### src/rtl/vtg_pkg.sv
package vtg_pkg;
  localparam int unsigned A_HACT  = 0;
  localparam int unsigned A_HSS   = 1;
  localparam int unsigned A_HSE   = 2;
  localparam int unsigned A_HTOT  = 3;
  localparam int unsigned A_VACT  = 4;
  localparam int unsigned A_VSS   = 5;
  localparam int unsigned A_VSE   = 6;
  localparam int unsigned A_VTOT  = 7;
  localparam int unsigned A_MODE  = 8;
  localparam int unsigned A_CTRL  = 9;
  localparam int unsigned A_BLANK = 10;

  localparam int unsigned C_EN    = 0;
  localparam int unsigned C_RGB24 = 1;
  localparam int unsigned C_INVH  = 2;
  localparam int unsigned C_INVV  = 3;
  localparam int unsigned C_INVC  = 4;
  localparam int unsigned CTRL_W  = 5;

  // pixel at which vertical sync edges fall in a field
  function automatic logic [31:0] vs_pixel(logic [31:0] hss, logic [31:0] htot, logic odd);
    return odd ? (hss - (htot >> 1)) : hss;
  endfunction

  // raster position (l,p) is at or after position (lr,pr)
  function automatic logic at_or_after(logic [31:0] l, logic [31:0] p,
                                       logic [31:0] lr, logic [31:0] pr);
    return (l > lr) || ((l == lr) && (p >= pr));
  endfunction
endpackage

### src/rtl/vtg_shadow_reg.sv
module vtg_shadow_reg #(
  parameter int W    = 12,
  parameter int AW   = 4,
  parameter int ADDR = 0,
  parameter logic [W-1:0] RST = '0
) (
  input  logic          clk,
  input  logic          rst_n,
  input  logic          we,
  input  logic [AW-1:0] addr,
  input  logic [W-1:0]  wdata,
  input  logic          load,
  output logic [W-1:0]  shadow,
  output logic [W-1:0]  live
);
  localparam logic [AW-1:0] MY_ADDR = AW'(ADDR);

  always_ff @(posedge clk) begin
    if (!rst_n) begin
      shadow <= RST;
      live   <= RST;
    end else begin
      if (load) live <= shadow;
      if (we && addr == MY_ADDR) shadow <= wdata;
    end
  end
endmodule

### src/rtl/vtg_cfg.sv
module vtg_cfg #(
  parameter int HW = 12,
  parameter int VW = 11,
  parameter int CW = 24,
  parameter int AW = 4,
  parameter int H_ACT_RST = 8,
  parameter int H_SS_RST  = 10,
  parameter int H_SE_RST  = 12,
  parameter int H_TOT_RST = 16,
  parameter int V_ACT_RST = 4,
  parameter int V_SS_RST  = 5,
  parameter int V_SE_RST  = 7,
  parameter int V_TOT_RST = 9
) (
  input  logic          clk,
  input  logic          rst_n,
  input  logic          cfg_we,
  input  logic [AW-1:0] cfg_addr,
  input  logic [CW-1:0] cfg_wdata,
  input  logic          load,
  output logic [HW-1:0] h_act,
  output logic [HW-1:0] h_ss,
  output logic [HW-1:0] h_se,
  output logic [HW-1:0] h_tot,
  output logic [VW-1:0] v_act,
  output logic [VW-1:0] v_ss,
  output logic [VW-1:0] v_se,
  output logic [VW-1:0] v_tot,
  output logic          ilace_live,
  output logic          ilace_next,
  output logic [vtg_pkg::CTRL_W-1:0] ctrl,
  output logic [CW-1:0] blank
);
  import vtg_pkg::*;

  // horizontal live/shadow pairs; shadow sides are not needed outside
  logic [HW-1:0] h_sh [4];
  logic [VW-1:0] v_sh [4];
  logic [HW-1:0] h_lv [4];
  logic [VW-1:0] v_lv [4];
  localparam int H_RST [4] = '{H_ACT_RST, H_SS_RST, H_SE_RST, H_TOT_RST};
  localparam int V_RST [4] = '{V_ACT_RST, V_SS_RST, V_SE_RST, V_TOT_RST};

  for (genvar i = 0; i < 4; i++) begin : g_timing
    vtg_shadow_reg #(.W(HW), .AW(AW), .ADDR(int'(A_HACT) + i), .RST(HW'(H_RST[i]))) u_h (
      .clk(clk), .rst_n(rst_n), .we(cfg_we), .addr(cfg_addr),
      .wdata(cfg_wdata[HW-1:0]), .load(load), .shadow(h_sh[i]), .live(h_lv[i]));
    vtg_shadow_reg #(.W(VW), .AW(AW), .ADDR(int'(A_VACT) + i), .RST(VW'(V_RST[i]))) u_v (
      .clk(clk), .rst_n(rst_n), .we(cfg_we), .addr(cfg_addr),
      .wdata(cfg_wdata[VW-1:0]), .load(load), .shadow(v_sh[i]), .live(v_lv[i]));
  end

  vtg_shadow_reg #(.W(1), .AW(AW), .ADDR(A_MODE), .RST(1'b0)) u_mode (
    .clk(clk), .rst_n(rst_n), .we(cfg_we), .addr(cfg_addr),
    .wdata(cfg_wdata[0:0]), .load(load), .shadow(ilace_next), .live(ilace_live));

  assign h_act = h_lv[0];
  assign h_ss  = h_lv[1];
  assign h_se  = h_lv[2];
  assign h_tot = h_lv[3];
  assign v_act = v_lv[0];
  assign v_ss  = v_lv[1];
  assign v_se  = v_lv[2];
  assign v_tot = v_lv[3];

  // control and blank colour act immediately (no shadow)
  always_ff @(posedge clk) begin
    if (!rst_n) begin
      ctrl  <= CTRL_W'(1 << C_RGB24);
      blank <= '0;
    end else if (cfg_we) begin
      if (cfg_addr == AW'(A_CTRL))  ctrl  <= cfg_wdata[CTRL_W-1:0];
      if (cfg_addr == AW'(A_BLANK)) blank <= cfg_wdata;
    end
  end
endmodule

### src/rtl/vtg_counter.sv
module vtg_counter #(
  parameter int HW = 12,
  parameter int VW = 11
) (
  input  logic          clk,
  input  logic          rst_n,
  input  logic          pix_en,
  input  logic [HW-1:0] h_tot,
  input  logic [VW-1:0] v_tot,
  input  logic          next_ilace,
  output logic [HW-1:0] hcount,
  output logic [VW-1:0] vcount,
  output logic          field,
  output logic          wrap,
  output logic          fs_pulse
);
  logic [VW:0] v_tot_eff;
  logic        h_last, v_last;

  // odd field carries one extra line
  assign v_tot_eff = {1'b0, v_tot} + (VW+1)'(field);
  assign h_last    = ({1'b0, hcount} + (HW+1)'(1)) >= {1'b0, h_tot};
  assign v_last    = ({1'b0, vcount} + (VW+1)'(1)) >= v_tot_eff;
  assign wrap      = pix_en & h_last & v_last;

  always_ff @(posedge clk) begin
    if (!rst_n) begin
      hcount   <= '0;
      vcount   <= '0;
      field    <= 1'b0;
      fs_pulse <= 1'b0;
    end else begin
      fs_pulse <= wrap;
      if (pix_en) begin
        if (h_last) begin
          hcount <= '0;
          if (v_last) begin
            vcount <= '0;
            field  <= next_ilace & ~field;
          end else begin
            vcount <= vcount + VW'(1);
          end
        end else begin
          hcount <= hcount + HW'(1);
        end
      end
    end
  end
endmodule

### src/rtl/vtg_decode.sv
module vtg_decode #(
  parameter int HW = 12,
  parameter int VW = 11
) (
  input  logic [HW-1:0] hcount,
  input  logic [VW-1:0] vcount,
  input  logic          field,
  input  logic [HW-1:0] h_act,
  input  logic [HW-1:0] h_ss,
  input  logic [HW-1:0] h_se,
  input  logic [HW-1:0] h_tot,
  input  logic [VW-1:0] v_act,
  input  logic [VW-1:0] v_ss,
  input  logic [VW-1:0] v_se,
  output logic          hs_raw,
  output logic          vs_raw,
  output logic          de_raw
);
  import vtg_pkg::*;

  logic [31:0] vpix, vsl, vel, hc, vc;

  assign hc   = 32'(hcount);
  assign vc   = 32'(vcount);
  assign vpix = vs_pixel(32'(h_ss), 32'(h_tot), field);
  assign vsl  = 32'(v_ss) + 32'(field);
  assign vel  = 32'(v_se) + 32'(field);

  assign hs_raw = (hcount >= h_ss) && (hcount < h_se);
  assign vs_raw = at_or_after(vc, hc, vsl, vpix) && !at_or_after(vc, hc, vel, vpix);
  assign de_raw = (hcount < h_act) && (vcount < v_act);
endmodule

### src/rtl/vtg_top.sv
module vtg_top #(
  parameter int HW = 12,
  parameter int VW = 11,
  parameter int CW = 24,
  parameter int AW = 4,
  parameter int H_ACT_RST = 8,
  parameter int H_SS_RST  = 10,
  parameter int H_SE_RST  = 12,
  parameter int H_TOT_RST = 16,
  parameter int V_ACT_RST = 4,
  parameter int V_SS_RST  = 5,
  parameter int V_SE_RST  = 7,
  parameter int V_TOT_RST = 9
) (
  input  logic          clk,
  input  logic          rst_n,
  input  logic          pix_en,
  input  logic          cfg_we,
  input  logic [AW-1:0] cfg_addr,
  input  logic [CW-1:0] cfg_wdata,
  input  logic [CW-1:0] pix_in,
  output logic [HW-1:0] hcount,
  output logic [VW-1:0] vcount,
  output logic          hsync,
  output logic          vsync,
  output logic          csync,
  output logic          de,
  output logic          frame_start,
  output logic          field_odd,
  output logic [CW-1:0] pix_out
);
  import vtg_pkg::*;

  logic [HW-1:0] h_act_q, h_ss_q, h_se_q, h_tot_q;
  logic [VW-1:0] v_act_q, v_ss_q, v_se_q, v_tot_q;
  logic          ilace_q, ilace_nxt, wrap;
  logic [CTRL_W-1:0] ctrl_q;
  logic [CW-1:0] blank_q;
  logic          hs_raw, vs_raw, de_raw;
  logic          en_q, rgb_q;

  vtg_cfg #(
    .HW(HW), .VW(VW), .CW(CW), .AW(AW),
    .H_ACT_RST(H_ACT_RST), .H_SS_RST(H_SS_RST), .H_SE_RST(H_SE_RST), .H_TOT_RST(H_TOT_RST),
    .V_ACT_RST(V_ACT_RST), .V_SS_RST(V_SS_RST), .V_SE_RST(V_SE_RST), .V_TOT_RST(V_TOT_RST)
  ) u_cfg (
    .clk(clk), .rst_n(rst_n), .cfg_we(cfg_we), .cfg_addr(cfg_addr), .cfg_wdata(cfg_wdata),
    .load(wrap),
    .h_act(h_act_q), .h_ss(h_ss_q), .h_se(h_se_q), .h_tot(h_tot_q),
    .v_act(v_act_q), .v_ss(v_ss_q), .v_se(v_se_q), .v_tot(v_tot_q),
    .ilace_live(ilace_q), .ilace_next(ilace_nxt), .ctrl(ctrl_q), .blank(blank_q));

  vtg_counter #(.HW(HW), .VW(VW)) u_cnt (
    .clk(clk), .rst_n(rst_n), .pix_en(pix_en), .h_tot(h_tot_q), .v_tot(v_tot_q),
    .next_ilace(ilace_nxt), .hcount(hcount), .vcount(vcount), .field(field_odd),
    .wrap(wrap), .fs_pulse(frame_start));

  vtg_decode #(.HW(HW), .VW(VW)) u_dec (
    .hcount(hcount), .vcount(vcount), .field(field_odd),
    .h_act(h_act_q), .h_ss(h_ss_q), .h_se(h_se_q), .h_tot(h_tot_q),
    .v_act(v_act_q), .v_ss(v_ss_q), .v_se(v_se_q),
    .hs_raw(hs_raw), .vs_raw(vs_raw), .de_raw(de_raw));

  assign en_q  = ctrl_q[C_EN];
  assign rgb_q = ctrl_q[C_RGB24];

  assign de      = de_raw & en_q;
  assign hsync   = (hs_raw & en_q) ^ ctrl_q[C_INVH];
  assign vsync   = (vs_raw & en_q) ^ ctrl_q[C_INVV];
  assign csync   = ((hs_raw ^ vs_raw) & en_q) ^ ctrl_q[C_INVC];
  assign pix_out = (!en_q && rgb_q) ? blank_q : pix_in;
endmodule

### config.mk
export PLATFORM = sky130hd
export DESIGN_NAME = vtg_top
export DESIGN_NICKNAME = d
export VERILOG_FILES = /design/src/rtl/vtg_pkg.sv /design/src/rtl/vtg_shadow_reg.sv /design/src/rtl/vtg_cfg.sv /design/src/rtl/vtg_counter.sv /design/src/rtl/vtg_decode.sv /design/src/rtl/vtg_top.sv
export SDC_FILE = /design/constraint.sdc
export NUM_CORES = 1
export LEC_CHECK = 0
export BUFFER_PORTS_ARGS = -buffer_cell sky130_fd_sc_hd__buf_2
export CORE_UTILIZATION = 50
export DETAILED_ROUTE_END_ITERATION = 6
export HOLD_SLACK_MARGIN = 0.15
export PLACE_DENSITY_LB_ADDON = 0.15
export SLEW_MARGIN = 20
export SYNTH_ARGS = -nofsm -noshare
export SYNTH_HDL_FRONTEND = slang
export SYNTH_HIERARCHICAL = 1
export SYNTH_SLANG_ARGS = --single-unit
### constraint.sdc
create_clock -name clk -period 12.8 [get_ports clk]
set_input_delay 0.64 -clock clk [delete_from_list [all_inputs] [get_ports clk]]
set_output_delay 0.64 -clock clk [all_outputs]
set_load 0.005 [all_outputs]
==> qor.yml, run 1 <==
critical_path:
  rrSetupSlack_ns: 7.36
  end_kind: "flop"
  critPathKind: "flop to flop"
  r2r-end: "u_cfg/g_timing[2].u_v/live[0]$_SDFFE_PN1P_"
  endpoint: "u_cfg/g_timing[2].u_v/live[0]$_SDFFE_PN1P_"
  arrival_ns: 5.84
  worstPathRequired_ns: 13.20
  r2r_cells: 15
  cp-startpoint: "u_cnt/hcount[2]$_SDFFE_PN0P_"
  r2r_start: "u_cnt/hcount[2]$_SDFFE_PN0P_"
  path_max_fanout: 50
  start_kind: "flop"
flow_run:
  drv_cap: 0
layout:
  layout_common_cells: "286 x nand2_1, 239 x dfxtp_1, 224 x mux2i_1, 122 x ha_1, 114 x nor2b_1"
  mostFrequentLayoutCell: "nand2_1"
  antennaDiodeCount: 0
  fill_cells: 2515
  layout-drive-gt1-share_pct: 13.3
  area_delta_synth_final_pct: 11.4
  num-nets-final: 1807
  regArea_sq_um: 4780
  multiInputGateArea_sq_um: 8590
power:
  p_per_area_nw_per_um2: 118
  power.total_mw: 1.87
  leakagePower_nw: 6.16
  comb_power_share_pct: 12.1
  power.internal_mw: 1.38
  swShare_pct: 26.0
  ir_drop_mv: 0.0744
  seqPwrFrac_pct: 41.7
  p_switching_uw: 486
  p_clk_share_pct: 46.2
clocking:
  cts_root_buf: "clkbuf_16"
  hold_buffers: 0
  cts_sinks: 239
  cts_buffer_depth: 3
  cts_tree: "built"
  clk_pin_slew_ns: 0.06
  cts_setup_buffers: 0
  cts_resized: 0
  htree_levels: 1
  clkLatencyLatePin_ns: 0.55
  cts_buffers: 28
global_routing:
  antenna_found_initial: 0
  grt_usage_pct: 24.2
  first_global_vias: 10400
  grt_pass1_wl_mm: 55.4
  grt_overflow: 0
  grt_max_degree: 121
die:
  start_util_pct: 50.9
  core_sq_um: 27900
  rows: 61
  die_w_um: 170
  die_h_um: 170
  ioPinCount: 109
  die_area_sq_um: 29000
sta:
  slew_headroom_pct: 23.5
  finalHoldViolations: 0
  slew_viol_final: 0
  final.min_clock_period_ns: 5.44
  rsz0062_at_grt: "no"
  fin_crit_sh_pct: 42.5
  tightest_slew_ns: 1.14
  finalSetupViolCount: 0
  fmax_mhz: 184
  final.setup.tns_ns: 0
  fin_worst_skew_ns: 0.0202
outcome:
  outcome: "finished, final reports clean"
synthesis:
  syn_avg_cell_area_sq_um: 9.16
  syn-cell-area_sq_um: 14200
  synth_warnings: 6
  synth_nets: 1726
  synthCells: 1547
route:
  drtIter0Drc: 702
  wl_per_cell_um: 17.2
  vias_per_cell: 5.35
  dr.pass1.iters: 5
  ant_nets: 0
  routed_wl_mm: 34.9
  drc: 0
  via_count: 10800
hold_path:
  worstHoldPathType: "primary input to flop"
placement:
  hpwlAfterDp_mm: 23.8
  io_buffers: 108
  place_congestion: 0.831
## layout make-up
| class | instances | share of cell area, % |
|---|---|---|
| inverter | 82 | 1.95 |
| clock buffer | 36 | 4.82 |
| timing repair buffer | 119 | 4.00 |
| tap | 378 | 2.99 |
| sequential | 239 | 30.3 |
| clock inverter | 15 | 1.55 |
| multi-input combinational | 1158 | 54.4 |
## critical path, cell delays in order, from the launching register on
cell,delay (ns)
dfxtp_1,0.62
and4_4,0.34
and4_4,0.25
and3_1,0.23
and3_1,0.23
xor2_1,0.10
ha_1,0.34
and3_1,0.18
nor3b_1,0.18
o31ai_1,0.12
and3_1,0.56
nor3_4,0.28
buf_4,0.67
buf_4,0.80
mux2i_1,0.27
nand2_1,0.08
## power groups by stage
stage | sequential [mW] | clock (mW) | combinational [mW]
after CTS | 0.780 | 0.884 | 0.224
after detailed placement | 0.797 | 0 | 0.222
after global routing | 0.781 | 0.914 | 0.252
final | 0.779 | 0.864 | 0.227
after floorplan | 0.783 | 0 | 0.157
after global placement | 0.795 | 0 | 0.218
## flip-flops by register name, indices dropped and copies added (netlist names)
name	flops
u_cfg/blank	24
u_cfg/ctrl	5
u_cfg/g_timing.u_h/live	48
u_cfg/g_timing.u_h/shadow	48
u_cfg/g_timing.u_v/live	44
u_cfg/g_timing.u_v/shadow	44
u_cfg/u_mode/shadow	1
u_cnt/field	1
u_cnt/fs_pulse	1
u_cnt/hcount	12
u_cnt/vcount	11
## worst min-delay path by stage
stage	cells after the start	startpoint	end	slack [ns]
after CTS	3	cfg_wdata[19]	u_cfg/blank[19]$_SDFFE_PN0P_	0.31
after global placement	2	u_cfg/g_timing[3].u_h/shadow[2]$_SDFFE_PN0P_	u_cfg/g_timing[3].u_h/shadow[2]$_SDFFE_PN0P_	0.44
after global routing	3	cfg_wdata[23]	u_cfg/blank[23]$_SDFFE_PN0P_	0.32
after floorplan	2	u_cfg/blank[0]$_SDFFE_PN0P_	u_cfg/blank[0]$_SDFFE_PN0P_	0.43
after detailed placement	2	u_cfg/g_timing[3].u_v/shadow[5]$_SDFFE_PN0P_	u_cfg/g_timing[3].u_v/shadow[5]$_SDFFE_PN0P_	0.45
final	3	cfg_wdata[15]	u_cfg/blank[15]$_SDFFE_PN0P_	0.34
## per-stage QoR
stage | utilization (%) | hold slack, ns | worst slack (ns) | instance area (sq um) | std cells
finish | 56.7 | 0.336 | 7.36 | 15800 | 2027
global route | 56.7 | 0.319 | 6.97 | 15800 | 2027
CTS | 56.7 | 0.308 | 7.40 | 15800 | 2027
detailed placement | 53.1 | 0.448 | 7.43 | 14800 | 1976
global placement | 53.1 | 0.442 | 7.53 | 14800 | 1976
floorplan | - | 0.432 | 8.51 | 14200 | 1547
## layer usage
layer  track usage [%]  share of wire [%]  vias to the layer above
met1              33.6                 49                     5090
met4              6.07                2.0                        0
met2              39.0                 44                      223
li1                  -                  -                     5476
met3              3.72                5.0                       46
met5                 0                  0                        -
Power figures use the tool's default switching activity.
==> run 2: changes to the inputs <==
Clock period 12.8 ns to 4.7 ns, I/O delays scaled along.
==> run 2 against run 1 <==
  * Critical path depth up 5
  * Routed wire length down 1.8%
  * Clock skew down 0.0076 ns
  * Clock power up 150%
==> qor.yml, run 2 (same netlist as run 1, synthesis figures left out) <==
layout:
  final_cells: 2066
  regArea_sq_um: 4790
  layout-drive-gt1-share_pct: 14.3
  fin_area_sq_um: 16100
  layout_common_cells: "285 x nand2_1, 234 x dfxtp_1, 224 x mux2i_1, 120 x ha_1, 114 x nor2b_1"
  mostFrequentLayoutCell: "nand2_1"
  top_regs: "u_cfg/g_timing.u_h/live (48), u_cfg/g_timing.u_h/shadow (48)"
  num-nets-final: 1848
  final_util_pct: 58.0
  multiInputGateArea_sq_um: 8650
  area_delta_synth_final_pct: 13.9
  fill_cells: 2511
hold_path:
  worstHoldPathType: "primary input to flop"
clocking:
  cts_setup_buffers: 0
  clk_pin_slew_ns: 0.06
  cts_buffers: 27
  cts_tree: "built"
  cts_buffer_depth: 3
  cts_sinks: 239
  htree_levels: 1
  clkLatencyLatePin_ns: 0.54
  cts_root_buf: "clkbuf_16"
global_routing:
  grt_overflow: 0
  antenna_found_initial: 0
  first_global_vias: 10200
  grt_usage_pct: 23.7
  grt_pass1_wl_mm: 54.4
  grt_max_degree: 239
sta:
  worst_slack_ns: 0.158
  tightest_slew_ns: 0.959
  final.min_clock_period_ns: 4.54
  fin_crit_sh_pct: 96.6
  slew_viol_final: 0
  fin_worst_skew_ns: 0.0126
  fmax_mhz: 220
  rsz0062_at_grt: "yes"
  finalSetupViolCount: 0
  slew_headroom_pct: 35.9
  finalHoldViolations: 0
placement:
  place_congestion: 0.867
  pre_cts_ws_ns: 0.713
  dp.cells: 1992
  io_buffers: 108
  place_area_sq_um: 14900
  hpwlAfterDp_mm: 23.2
die:
  die_h_um: 170
  ioPinCount: 109
  die_area_sq_um: 29000
  core_sq_um: 27900
  die_w_um: 170
  rows: 61
  start_util_pct: 50.9
critical_path:
  arrival_ns: 4.31
  end_kind: "output pin"
  worstPathRequired_ns: 4.47
  start_kind: "flop"
  crit_path_max_incr_delay_ns: 0.54
  critPathSlowestCell: "or4b_1"
  cp_num_buf_inv: 2
  path_max_fanout: 3
  critPathKind: "flop to output pin"
  worstPathCellList: "inv_2 -> ha_4 -> fa_2 -> nor2b_4 -> o31a_4 -> o31ai_4 -> o21ai_2 -> a21boi_2 -> xnor2_1 -> mux2i_1 -> ha_1 -> o2111ai_2 -> a21oi_2 -> o21ai_2 -> or4b_1 -> nand2_2 -> xor2_1 -> nand2_1 -> xnor2_1 -> buf_2"
  critPathTopFamily: "compound AO/OA/AOI/OAI gates"
route:
  top_layer: "met4"
  wl_per_cell_um: 16.6
  via_count: 10900
  dr_wl_met3_mm: 1.26
  drc: 0
  dr.pass1.iters: 5
  routed_wl_mm: 34.2
  ant_nets: 0
  vias_per_cell: 5.27
  dr_wl_met2_mm: 15.4
  drtIter0Drc: 627
  wl_met1_mm: 17.1
power:
  comb_power_share_pct: 14.0
  seqPwrFrac_pct: 42.8
  p_clk_share_pct: 43.2
  power.total_mw: 4.91
  leakagePower_nw: 6.32
  power.internal_mw: 3.63
  p_per_area_nw_per_um2: 304
  p_switching_mw: 1.29
  swShare_pct: 26.2
  ir_drop_mv: 0.242
outcome:
  outcome: "finished, final reports clean"
flow_run:
  drv_cap: 0
[run 2: changes by cell type in the layout (fill, tap and decap cells not counted), moves of 3 or more]
cell,previous run,this run
dlygate4sd3_1,0,25
buf_4,11,24
clkbuf_1,6,11
clkinvlp_4,5,0
dfxtp_1,239,234
dfxtp_2,0,5
buf_12,0,3
[run 2: power by group through the flow]
stage,registers [mW],clock network (mW),logic [mW]
final,2.10,2.12,0.688
after global routing,2.11,2.25,0.758
after CTS,2.10,2.17,0.680
after detailed placement,2.15,0,0.661
after global placement,2.15,0,0.647
after floorplan,2.13,0,0.429
[run 2: worst paths after layout]
path	endpoint	slack (ns)	depth (start not counted)	start
min	u_cfg/u_mode/shadow$_SDFFE_PN0P_	0.21	3	cfg_addr[3]
max reg2reg	u_cfg/g_timing[3].u_v/live[3]$_SDFFE_PN1P_	0.73	14	u_cnt/hcount[5]$_SDFFE_PN0P_
max	csync	0.16	20	u_cfg/g_timing[1].u_h/live[0]$_SDFFE_PN0P_
min reg2reg	u_cfg/g_timing[3].u_h/shadow[10]$_SDFFE_PN0P_	0.46	2	u_cfg/g_timing[3].u_h/shadow[10]$_SDFFE_PN0P_
[run 2: worst min-delay path: stages]
cell	delay, ns
buf_2	0.22
a21oi_1	0.16
a41o_1	0.10
[run 2: metrics by stage]
step | TNS [ns] | hold slack (ns)
finish | 0 | 0.209
global route | -0.0673 | 0.232
CTS | 0 | 0.201
detailed placement | 0 | 0.447
global placement | 0 | 0.443
floorplan | 0 | 0.377
[run 2: per-layer routing]
| layer | up-vias | track usage [%] |
|---|---|---|
| met4 | 0 | 4.50 |
| li1 | 5562 | - |
| met2 | 188 | 38.5 |
| met3 | 30 | 2.98 |
| met5 | - | 0 |
| met1 | 5110 | 33.5 |
[run 2: repair_timing]
action | in CTS | in global routing
hold buffers | 25 | 0
endpoints found under the setup margin | 0 | 1
resized for setup | 0 | 17
hold endpoints to repair | 100 | 0
[run 2: cell type report]
| type | count | area share, % |
|---|---|---|
| multi-input combinational | 1158 | 53.6 |
| sequential | 239 | 29.7 |
| timing repair buffer | 161 | 6.51 |
| clock buffer | 39 | 4.53 |
| tap | 378 | 2.93 |
| inverter | 82 | 1.91 |
| clock inverter | 8 | 0.891 |
| antenna | 1 | 0.0155 |
==> run 3: changes to the inputs <==
Clock period 4.7 ns to 3.8 ns, I/O delays scaled along.
==> run 3 against run 2 <==
  * The run now ends with setup timing left
  * Clock-buffer cell count rose by 1
  * Register-to-register slack got worse by 0.40 ns
  * Final cell count rose by 2.2%
  * Critical endpoint is now vsync
==> qor.yml, run 3 (same netlist as run 1, synthesis figures left out) <==
global_routing:
  grt_max_degree: 203
  grt_overflow: 0
  first_global_vias: 10400
  grt_usage_pct: 23.9
  grt_pass1_wl_mm: 55.0
  antenna_found_initial: 0
power:
  p_clk_share_pct: 44.9
  power.internal_mw: 4.76
  p_switching_mw: 1.66
  p_per_area_nw_per_um2: 385
  ir_drop_mv: 0.301
  leakagePower_nw: 6.64
  swShare_pct: 25.9
  seqPwrFrac_pct: 40.4
  comb_power_share_pct: 14.7
critical_path:
  start_kind: "flop"
  crit_path_max_incr_delay_ns: 0.50
  cp_num_cells: 21
  critPathTopFamily: "compound AO/OA/AOI/OAI gates"
  critPathSlowestCell: "or4b_1"
  critPathKind: "flop to output pin"
  worstPathRequired_ns: 3.61
  worstPathCellList: "inv_2 -> ha_4 -> fa_2 -> nor2b_4 -> o31a_4 -> o31ai_4 -> o21ai_2 -> a21boi_2 -> xnor2_1 -> mux2i_1 -> ha_1 -> o2111ai_2 -> a21oi_2 -> o21ai_2 -> or4b_1 -> nand2_2 -> buf_4 -> buf_6 -> nand2_2 -> xnor2_2 -> buf_2"
  cp_num_buf_inv: 4
  arrival_ns: 4.22
  path_max_fanout: 3
  r2r_cells: 17
  end_kind: "output pin"
  rrSetupSlack_ns: 0.33
route:
  drtIter0Drc: 574
  drc: 0
  wl_per_cell_um: 16.7
  ant_nets: 0
  dr.pass1.iters: 5
  vias_per_cell: 5.30
  via_count: 11200
  routed_wl_mm: 35.2
placement:
  pre_cts_ws_ns: -0.0960
  place_area_sq_um: 15300
  hpwlAfterDp_mm: 24.4
  place_congestion: 0.824
  io_buffers: 108
sta:
  fmax_mhz: 227
  slew_viol_final: 0
  holdWs_ns: 0.193
  final.min_clock_period_ns: 4.41
  fin_worst_skew_ns: 0.0184
  tightest_slew_ns: 1.01
  finalSetupViolCount: 2
  fin_crit_sh_pct: 116
  final.setup.tns_ns: -1.21
  slew_headroom_pct: 32.1
  finalHoldViolations: 0
  rsz0062_at_grt: "yes"
  worst_slack_ns: -0.612
clocking:
  cts_buffer_depth: 3
  cts_sinks: 239
  clkLatencyLatePin_ns: 0.55
  cts_tree: "built"
  clk_pin_slew_ns: 0.06
  cts_buffers: 28
  htree_levels: 1
  cts_root_buf: "clkbuf_16"
layout:
  layout_common_cells: "284 x nand2_1, 233 x dfxtp_1, 224 x mux2i_1, 119 x ha_1, 114 x nor2b_1"
  multiInputGateArea_sq_um: 8680
  num-nets-final: 1892
  fin_area_sq_um: 16700
  layout-drive-gt1-share_pct: 17.5
  regArea_sq_um: 4790
  antennaDiodeCount: 0
  area_delta_synth_final_pct: 17.8
  mostFrequentLayoutCell: "nand2_1"
  fill_cells: 2465
  top_regs: "u_cfg/g_timing.u_h/live (48), u_cfg/g_timing.u_h/shadow (48)"
flow_run:
  drv_cap: 0
die:
  die_h_um: 170
  start_util_pct: 50.9
  die_area_sq_um: 29000
  ioPinCount: 109
  core_sq_um: 27900
  die_w_um: 170
  rows: 61
outcome:
  outcome: "finished with violations"
  violations: "setup timing"
hold_path:
  hold_path_depth: 3
  worstHoldPathType: "primary input to flop"
run 3: changes by cell type in the layout (fill, tap and decap cells not counted), moves of 2 or more:
cell / change
xnor2_2: +2
and3_4: +2
buf_12: +2
clkinv_4: +2
xnor2_1: -2
and3_1: -2
clkbuf_1: -8
clkbuf_8: +7
buf_4: +37
buf_6: +2
clkbuf_16: +2
run 3: path summary, 6_finish.rpt:
kind | startpoint | end
setup / recovery | u_cfg/g_timing[1].u_h/live[0]$_SDFFE_PN0P_ | vsync
hold / removal | cfg_addr[3] | u_cfg/u_mode/shadow$_SDFFE_PN0P_
hold reg to reg | u_cfg/g_timing[1].u_v/shadow[9]$_SDFFE_PN0P_ | u_cfg/g_timing[1].u_v/shadow[9]$_SDFFE_PN0P_
setup reg to reg | u_cnt/field$_SDFFE_PN0P_ | u_cfg/g_timing[0].u_h/live[6]$_SDFFE_PN0P_
run 3: tightest hold or removal path: stages:
cell     delay (ns)
buf_2          0.21
a21oi_1        0.18
a41o_1         0.11
run 3: cell type report:
type,instances,share of cell area (%)
repair buffers,204,8.56
inverters,82,1.84
multi-input cells,1158,52.0
flip-flops and latches,239,28.7
clock buffers,40,5.07
clock inverters,10,0.959
well taps,378,2.83
run 3: layer usage:
| metal | track usage (%) | wire (um) |
|---|---|---|
| met5 | 0 | 0 |
| met3 | 3.21 | 1520 |
| met4 | 5.76 | 588 |
| met1 | 33.9 | 17200 |
| met2 | 38.3 | 15900 |
run 3: stage by stage:
stage | std cells | power (mW) | utilization, %
floorplan | 1547 | 3.17 | -
global placement | 2028 | 3.50 | 54.8
detailed placement | 2029 | 3.52 | 54.9
CTS | 2107 | 6.45 | 59.7
global route | 2111 | 6.66 | 59.9
finish | 2111 | 6.42 | 59.9
run 3: power groups by stage:
stage                     clock network (mW)  logic [mW]  registers (mW)
final                                   2.88       0.945            2.59
after global routing                    3.04        1.02            2.60
after CTS                               2.95       0.907            2.59
after global placement                     0       0.853            2.65
after detailed placement                   0       0.874            2.65
after floorplan                            0       0.534            2.64
run 3: timing repair:
item                       in CTS  in global routing
hold endpoints to repair      132                  0
hold buffers                   26                  0
pin swaps                       2                  2
setup endpoints to repair       2                 24
buffers inserted                2                  3
gates resized for setup        13                  7
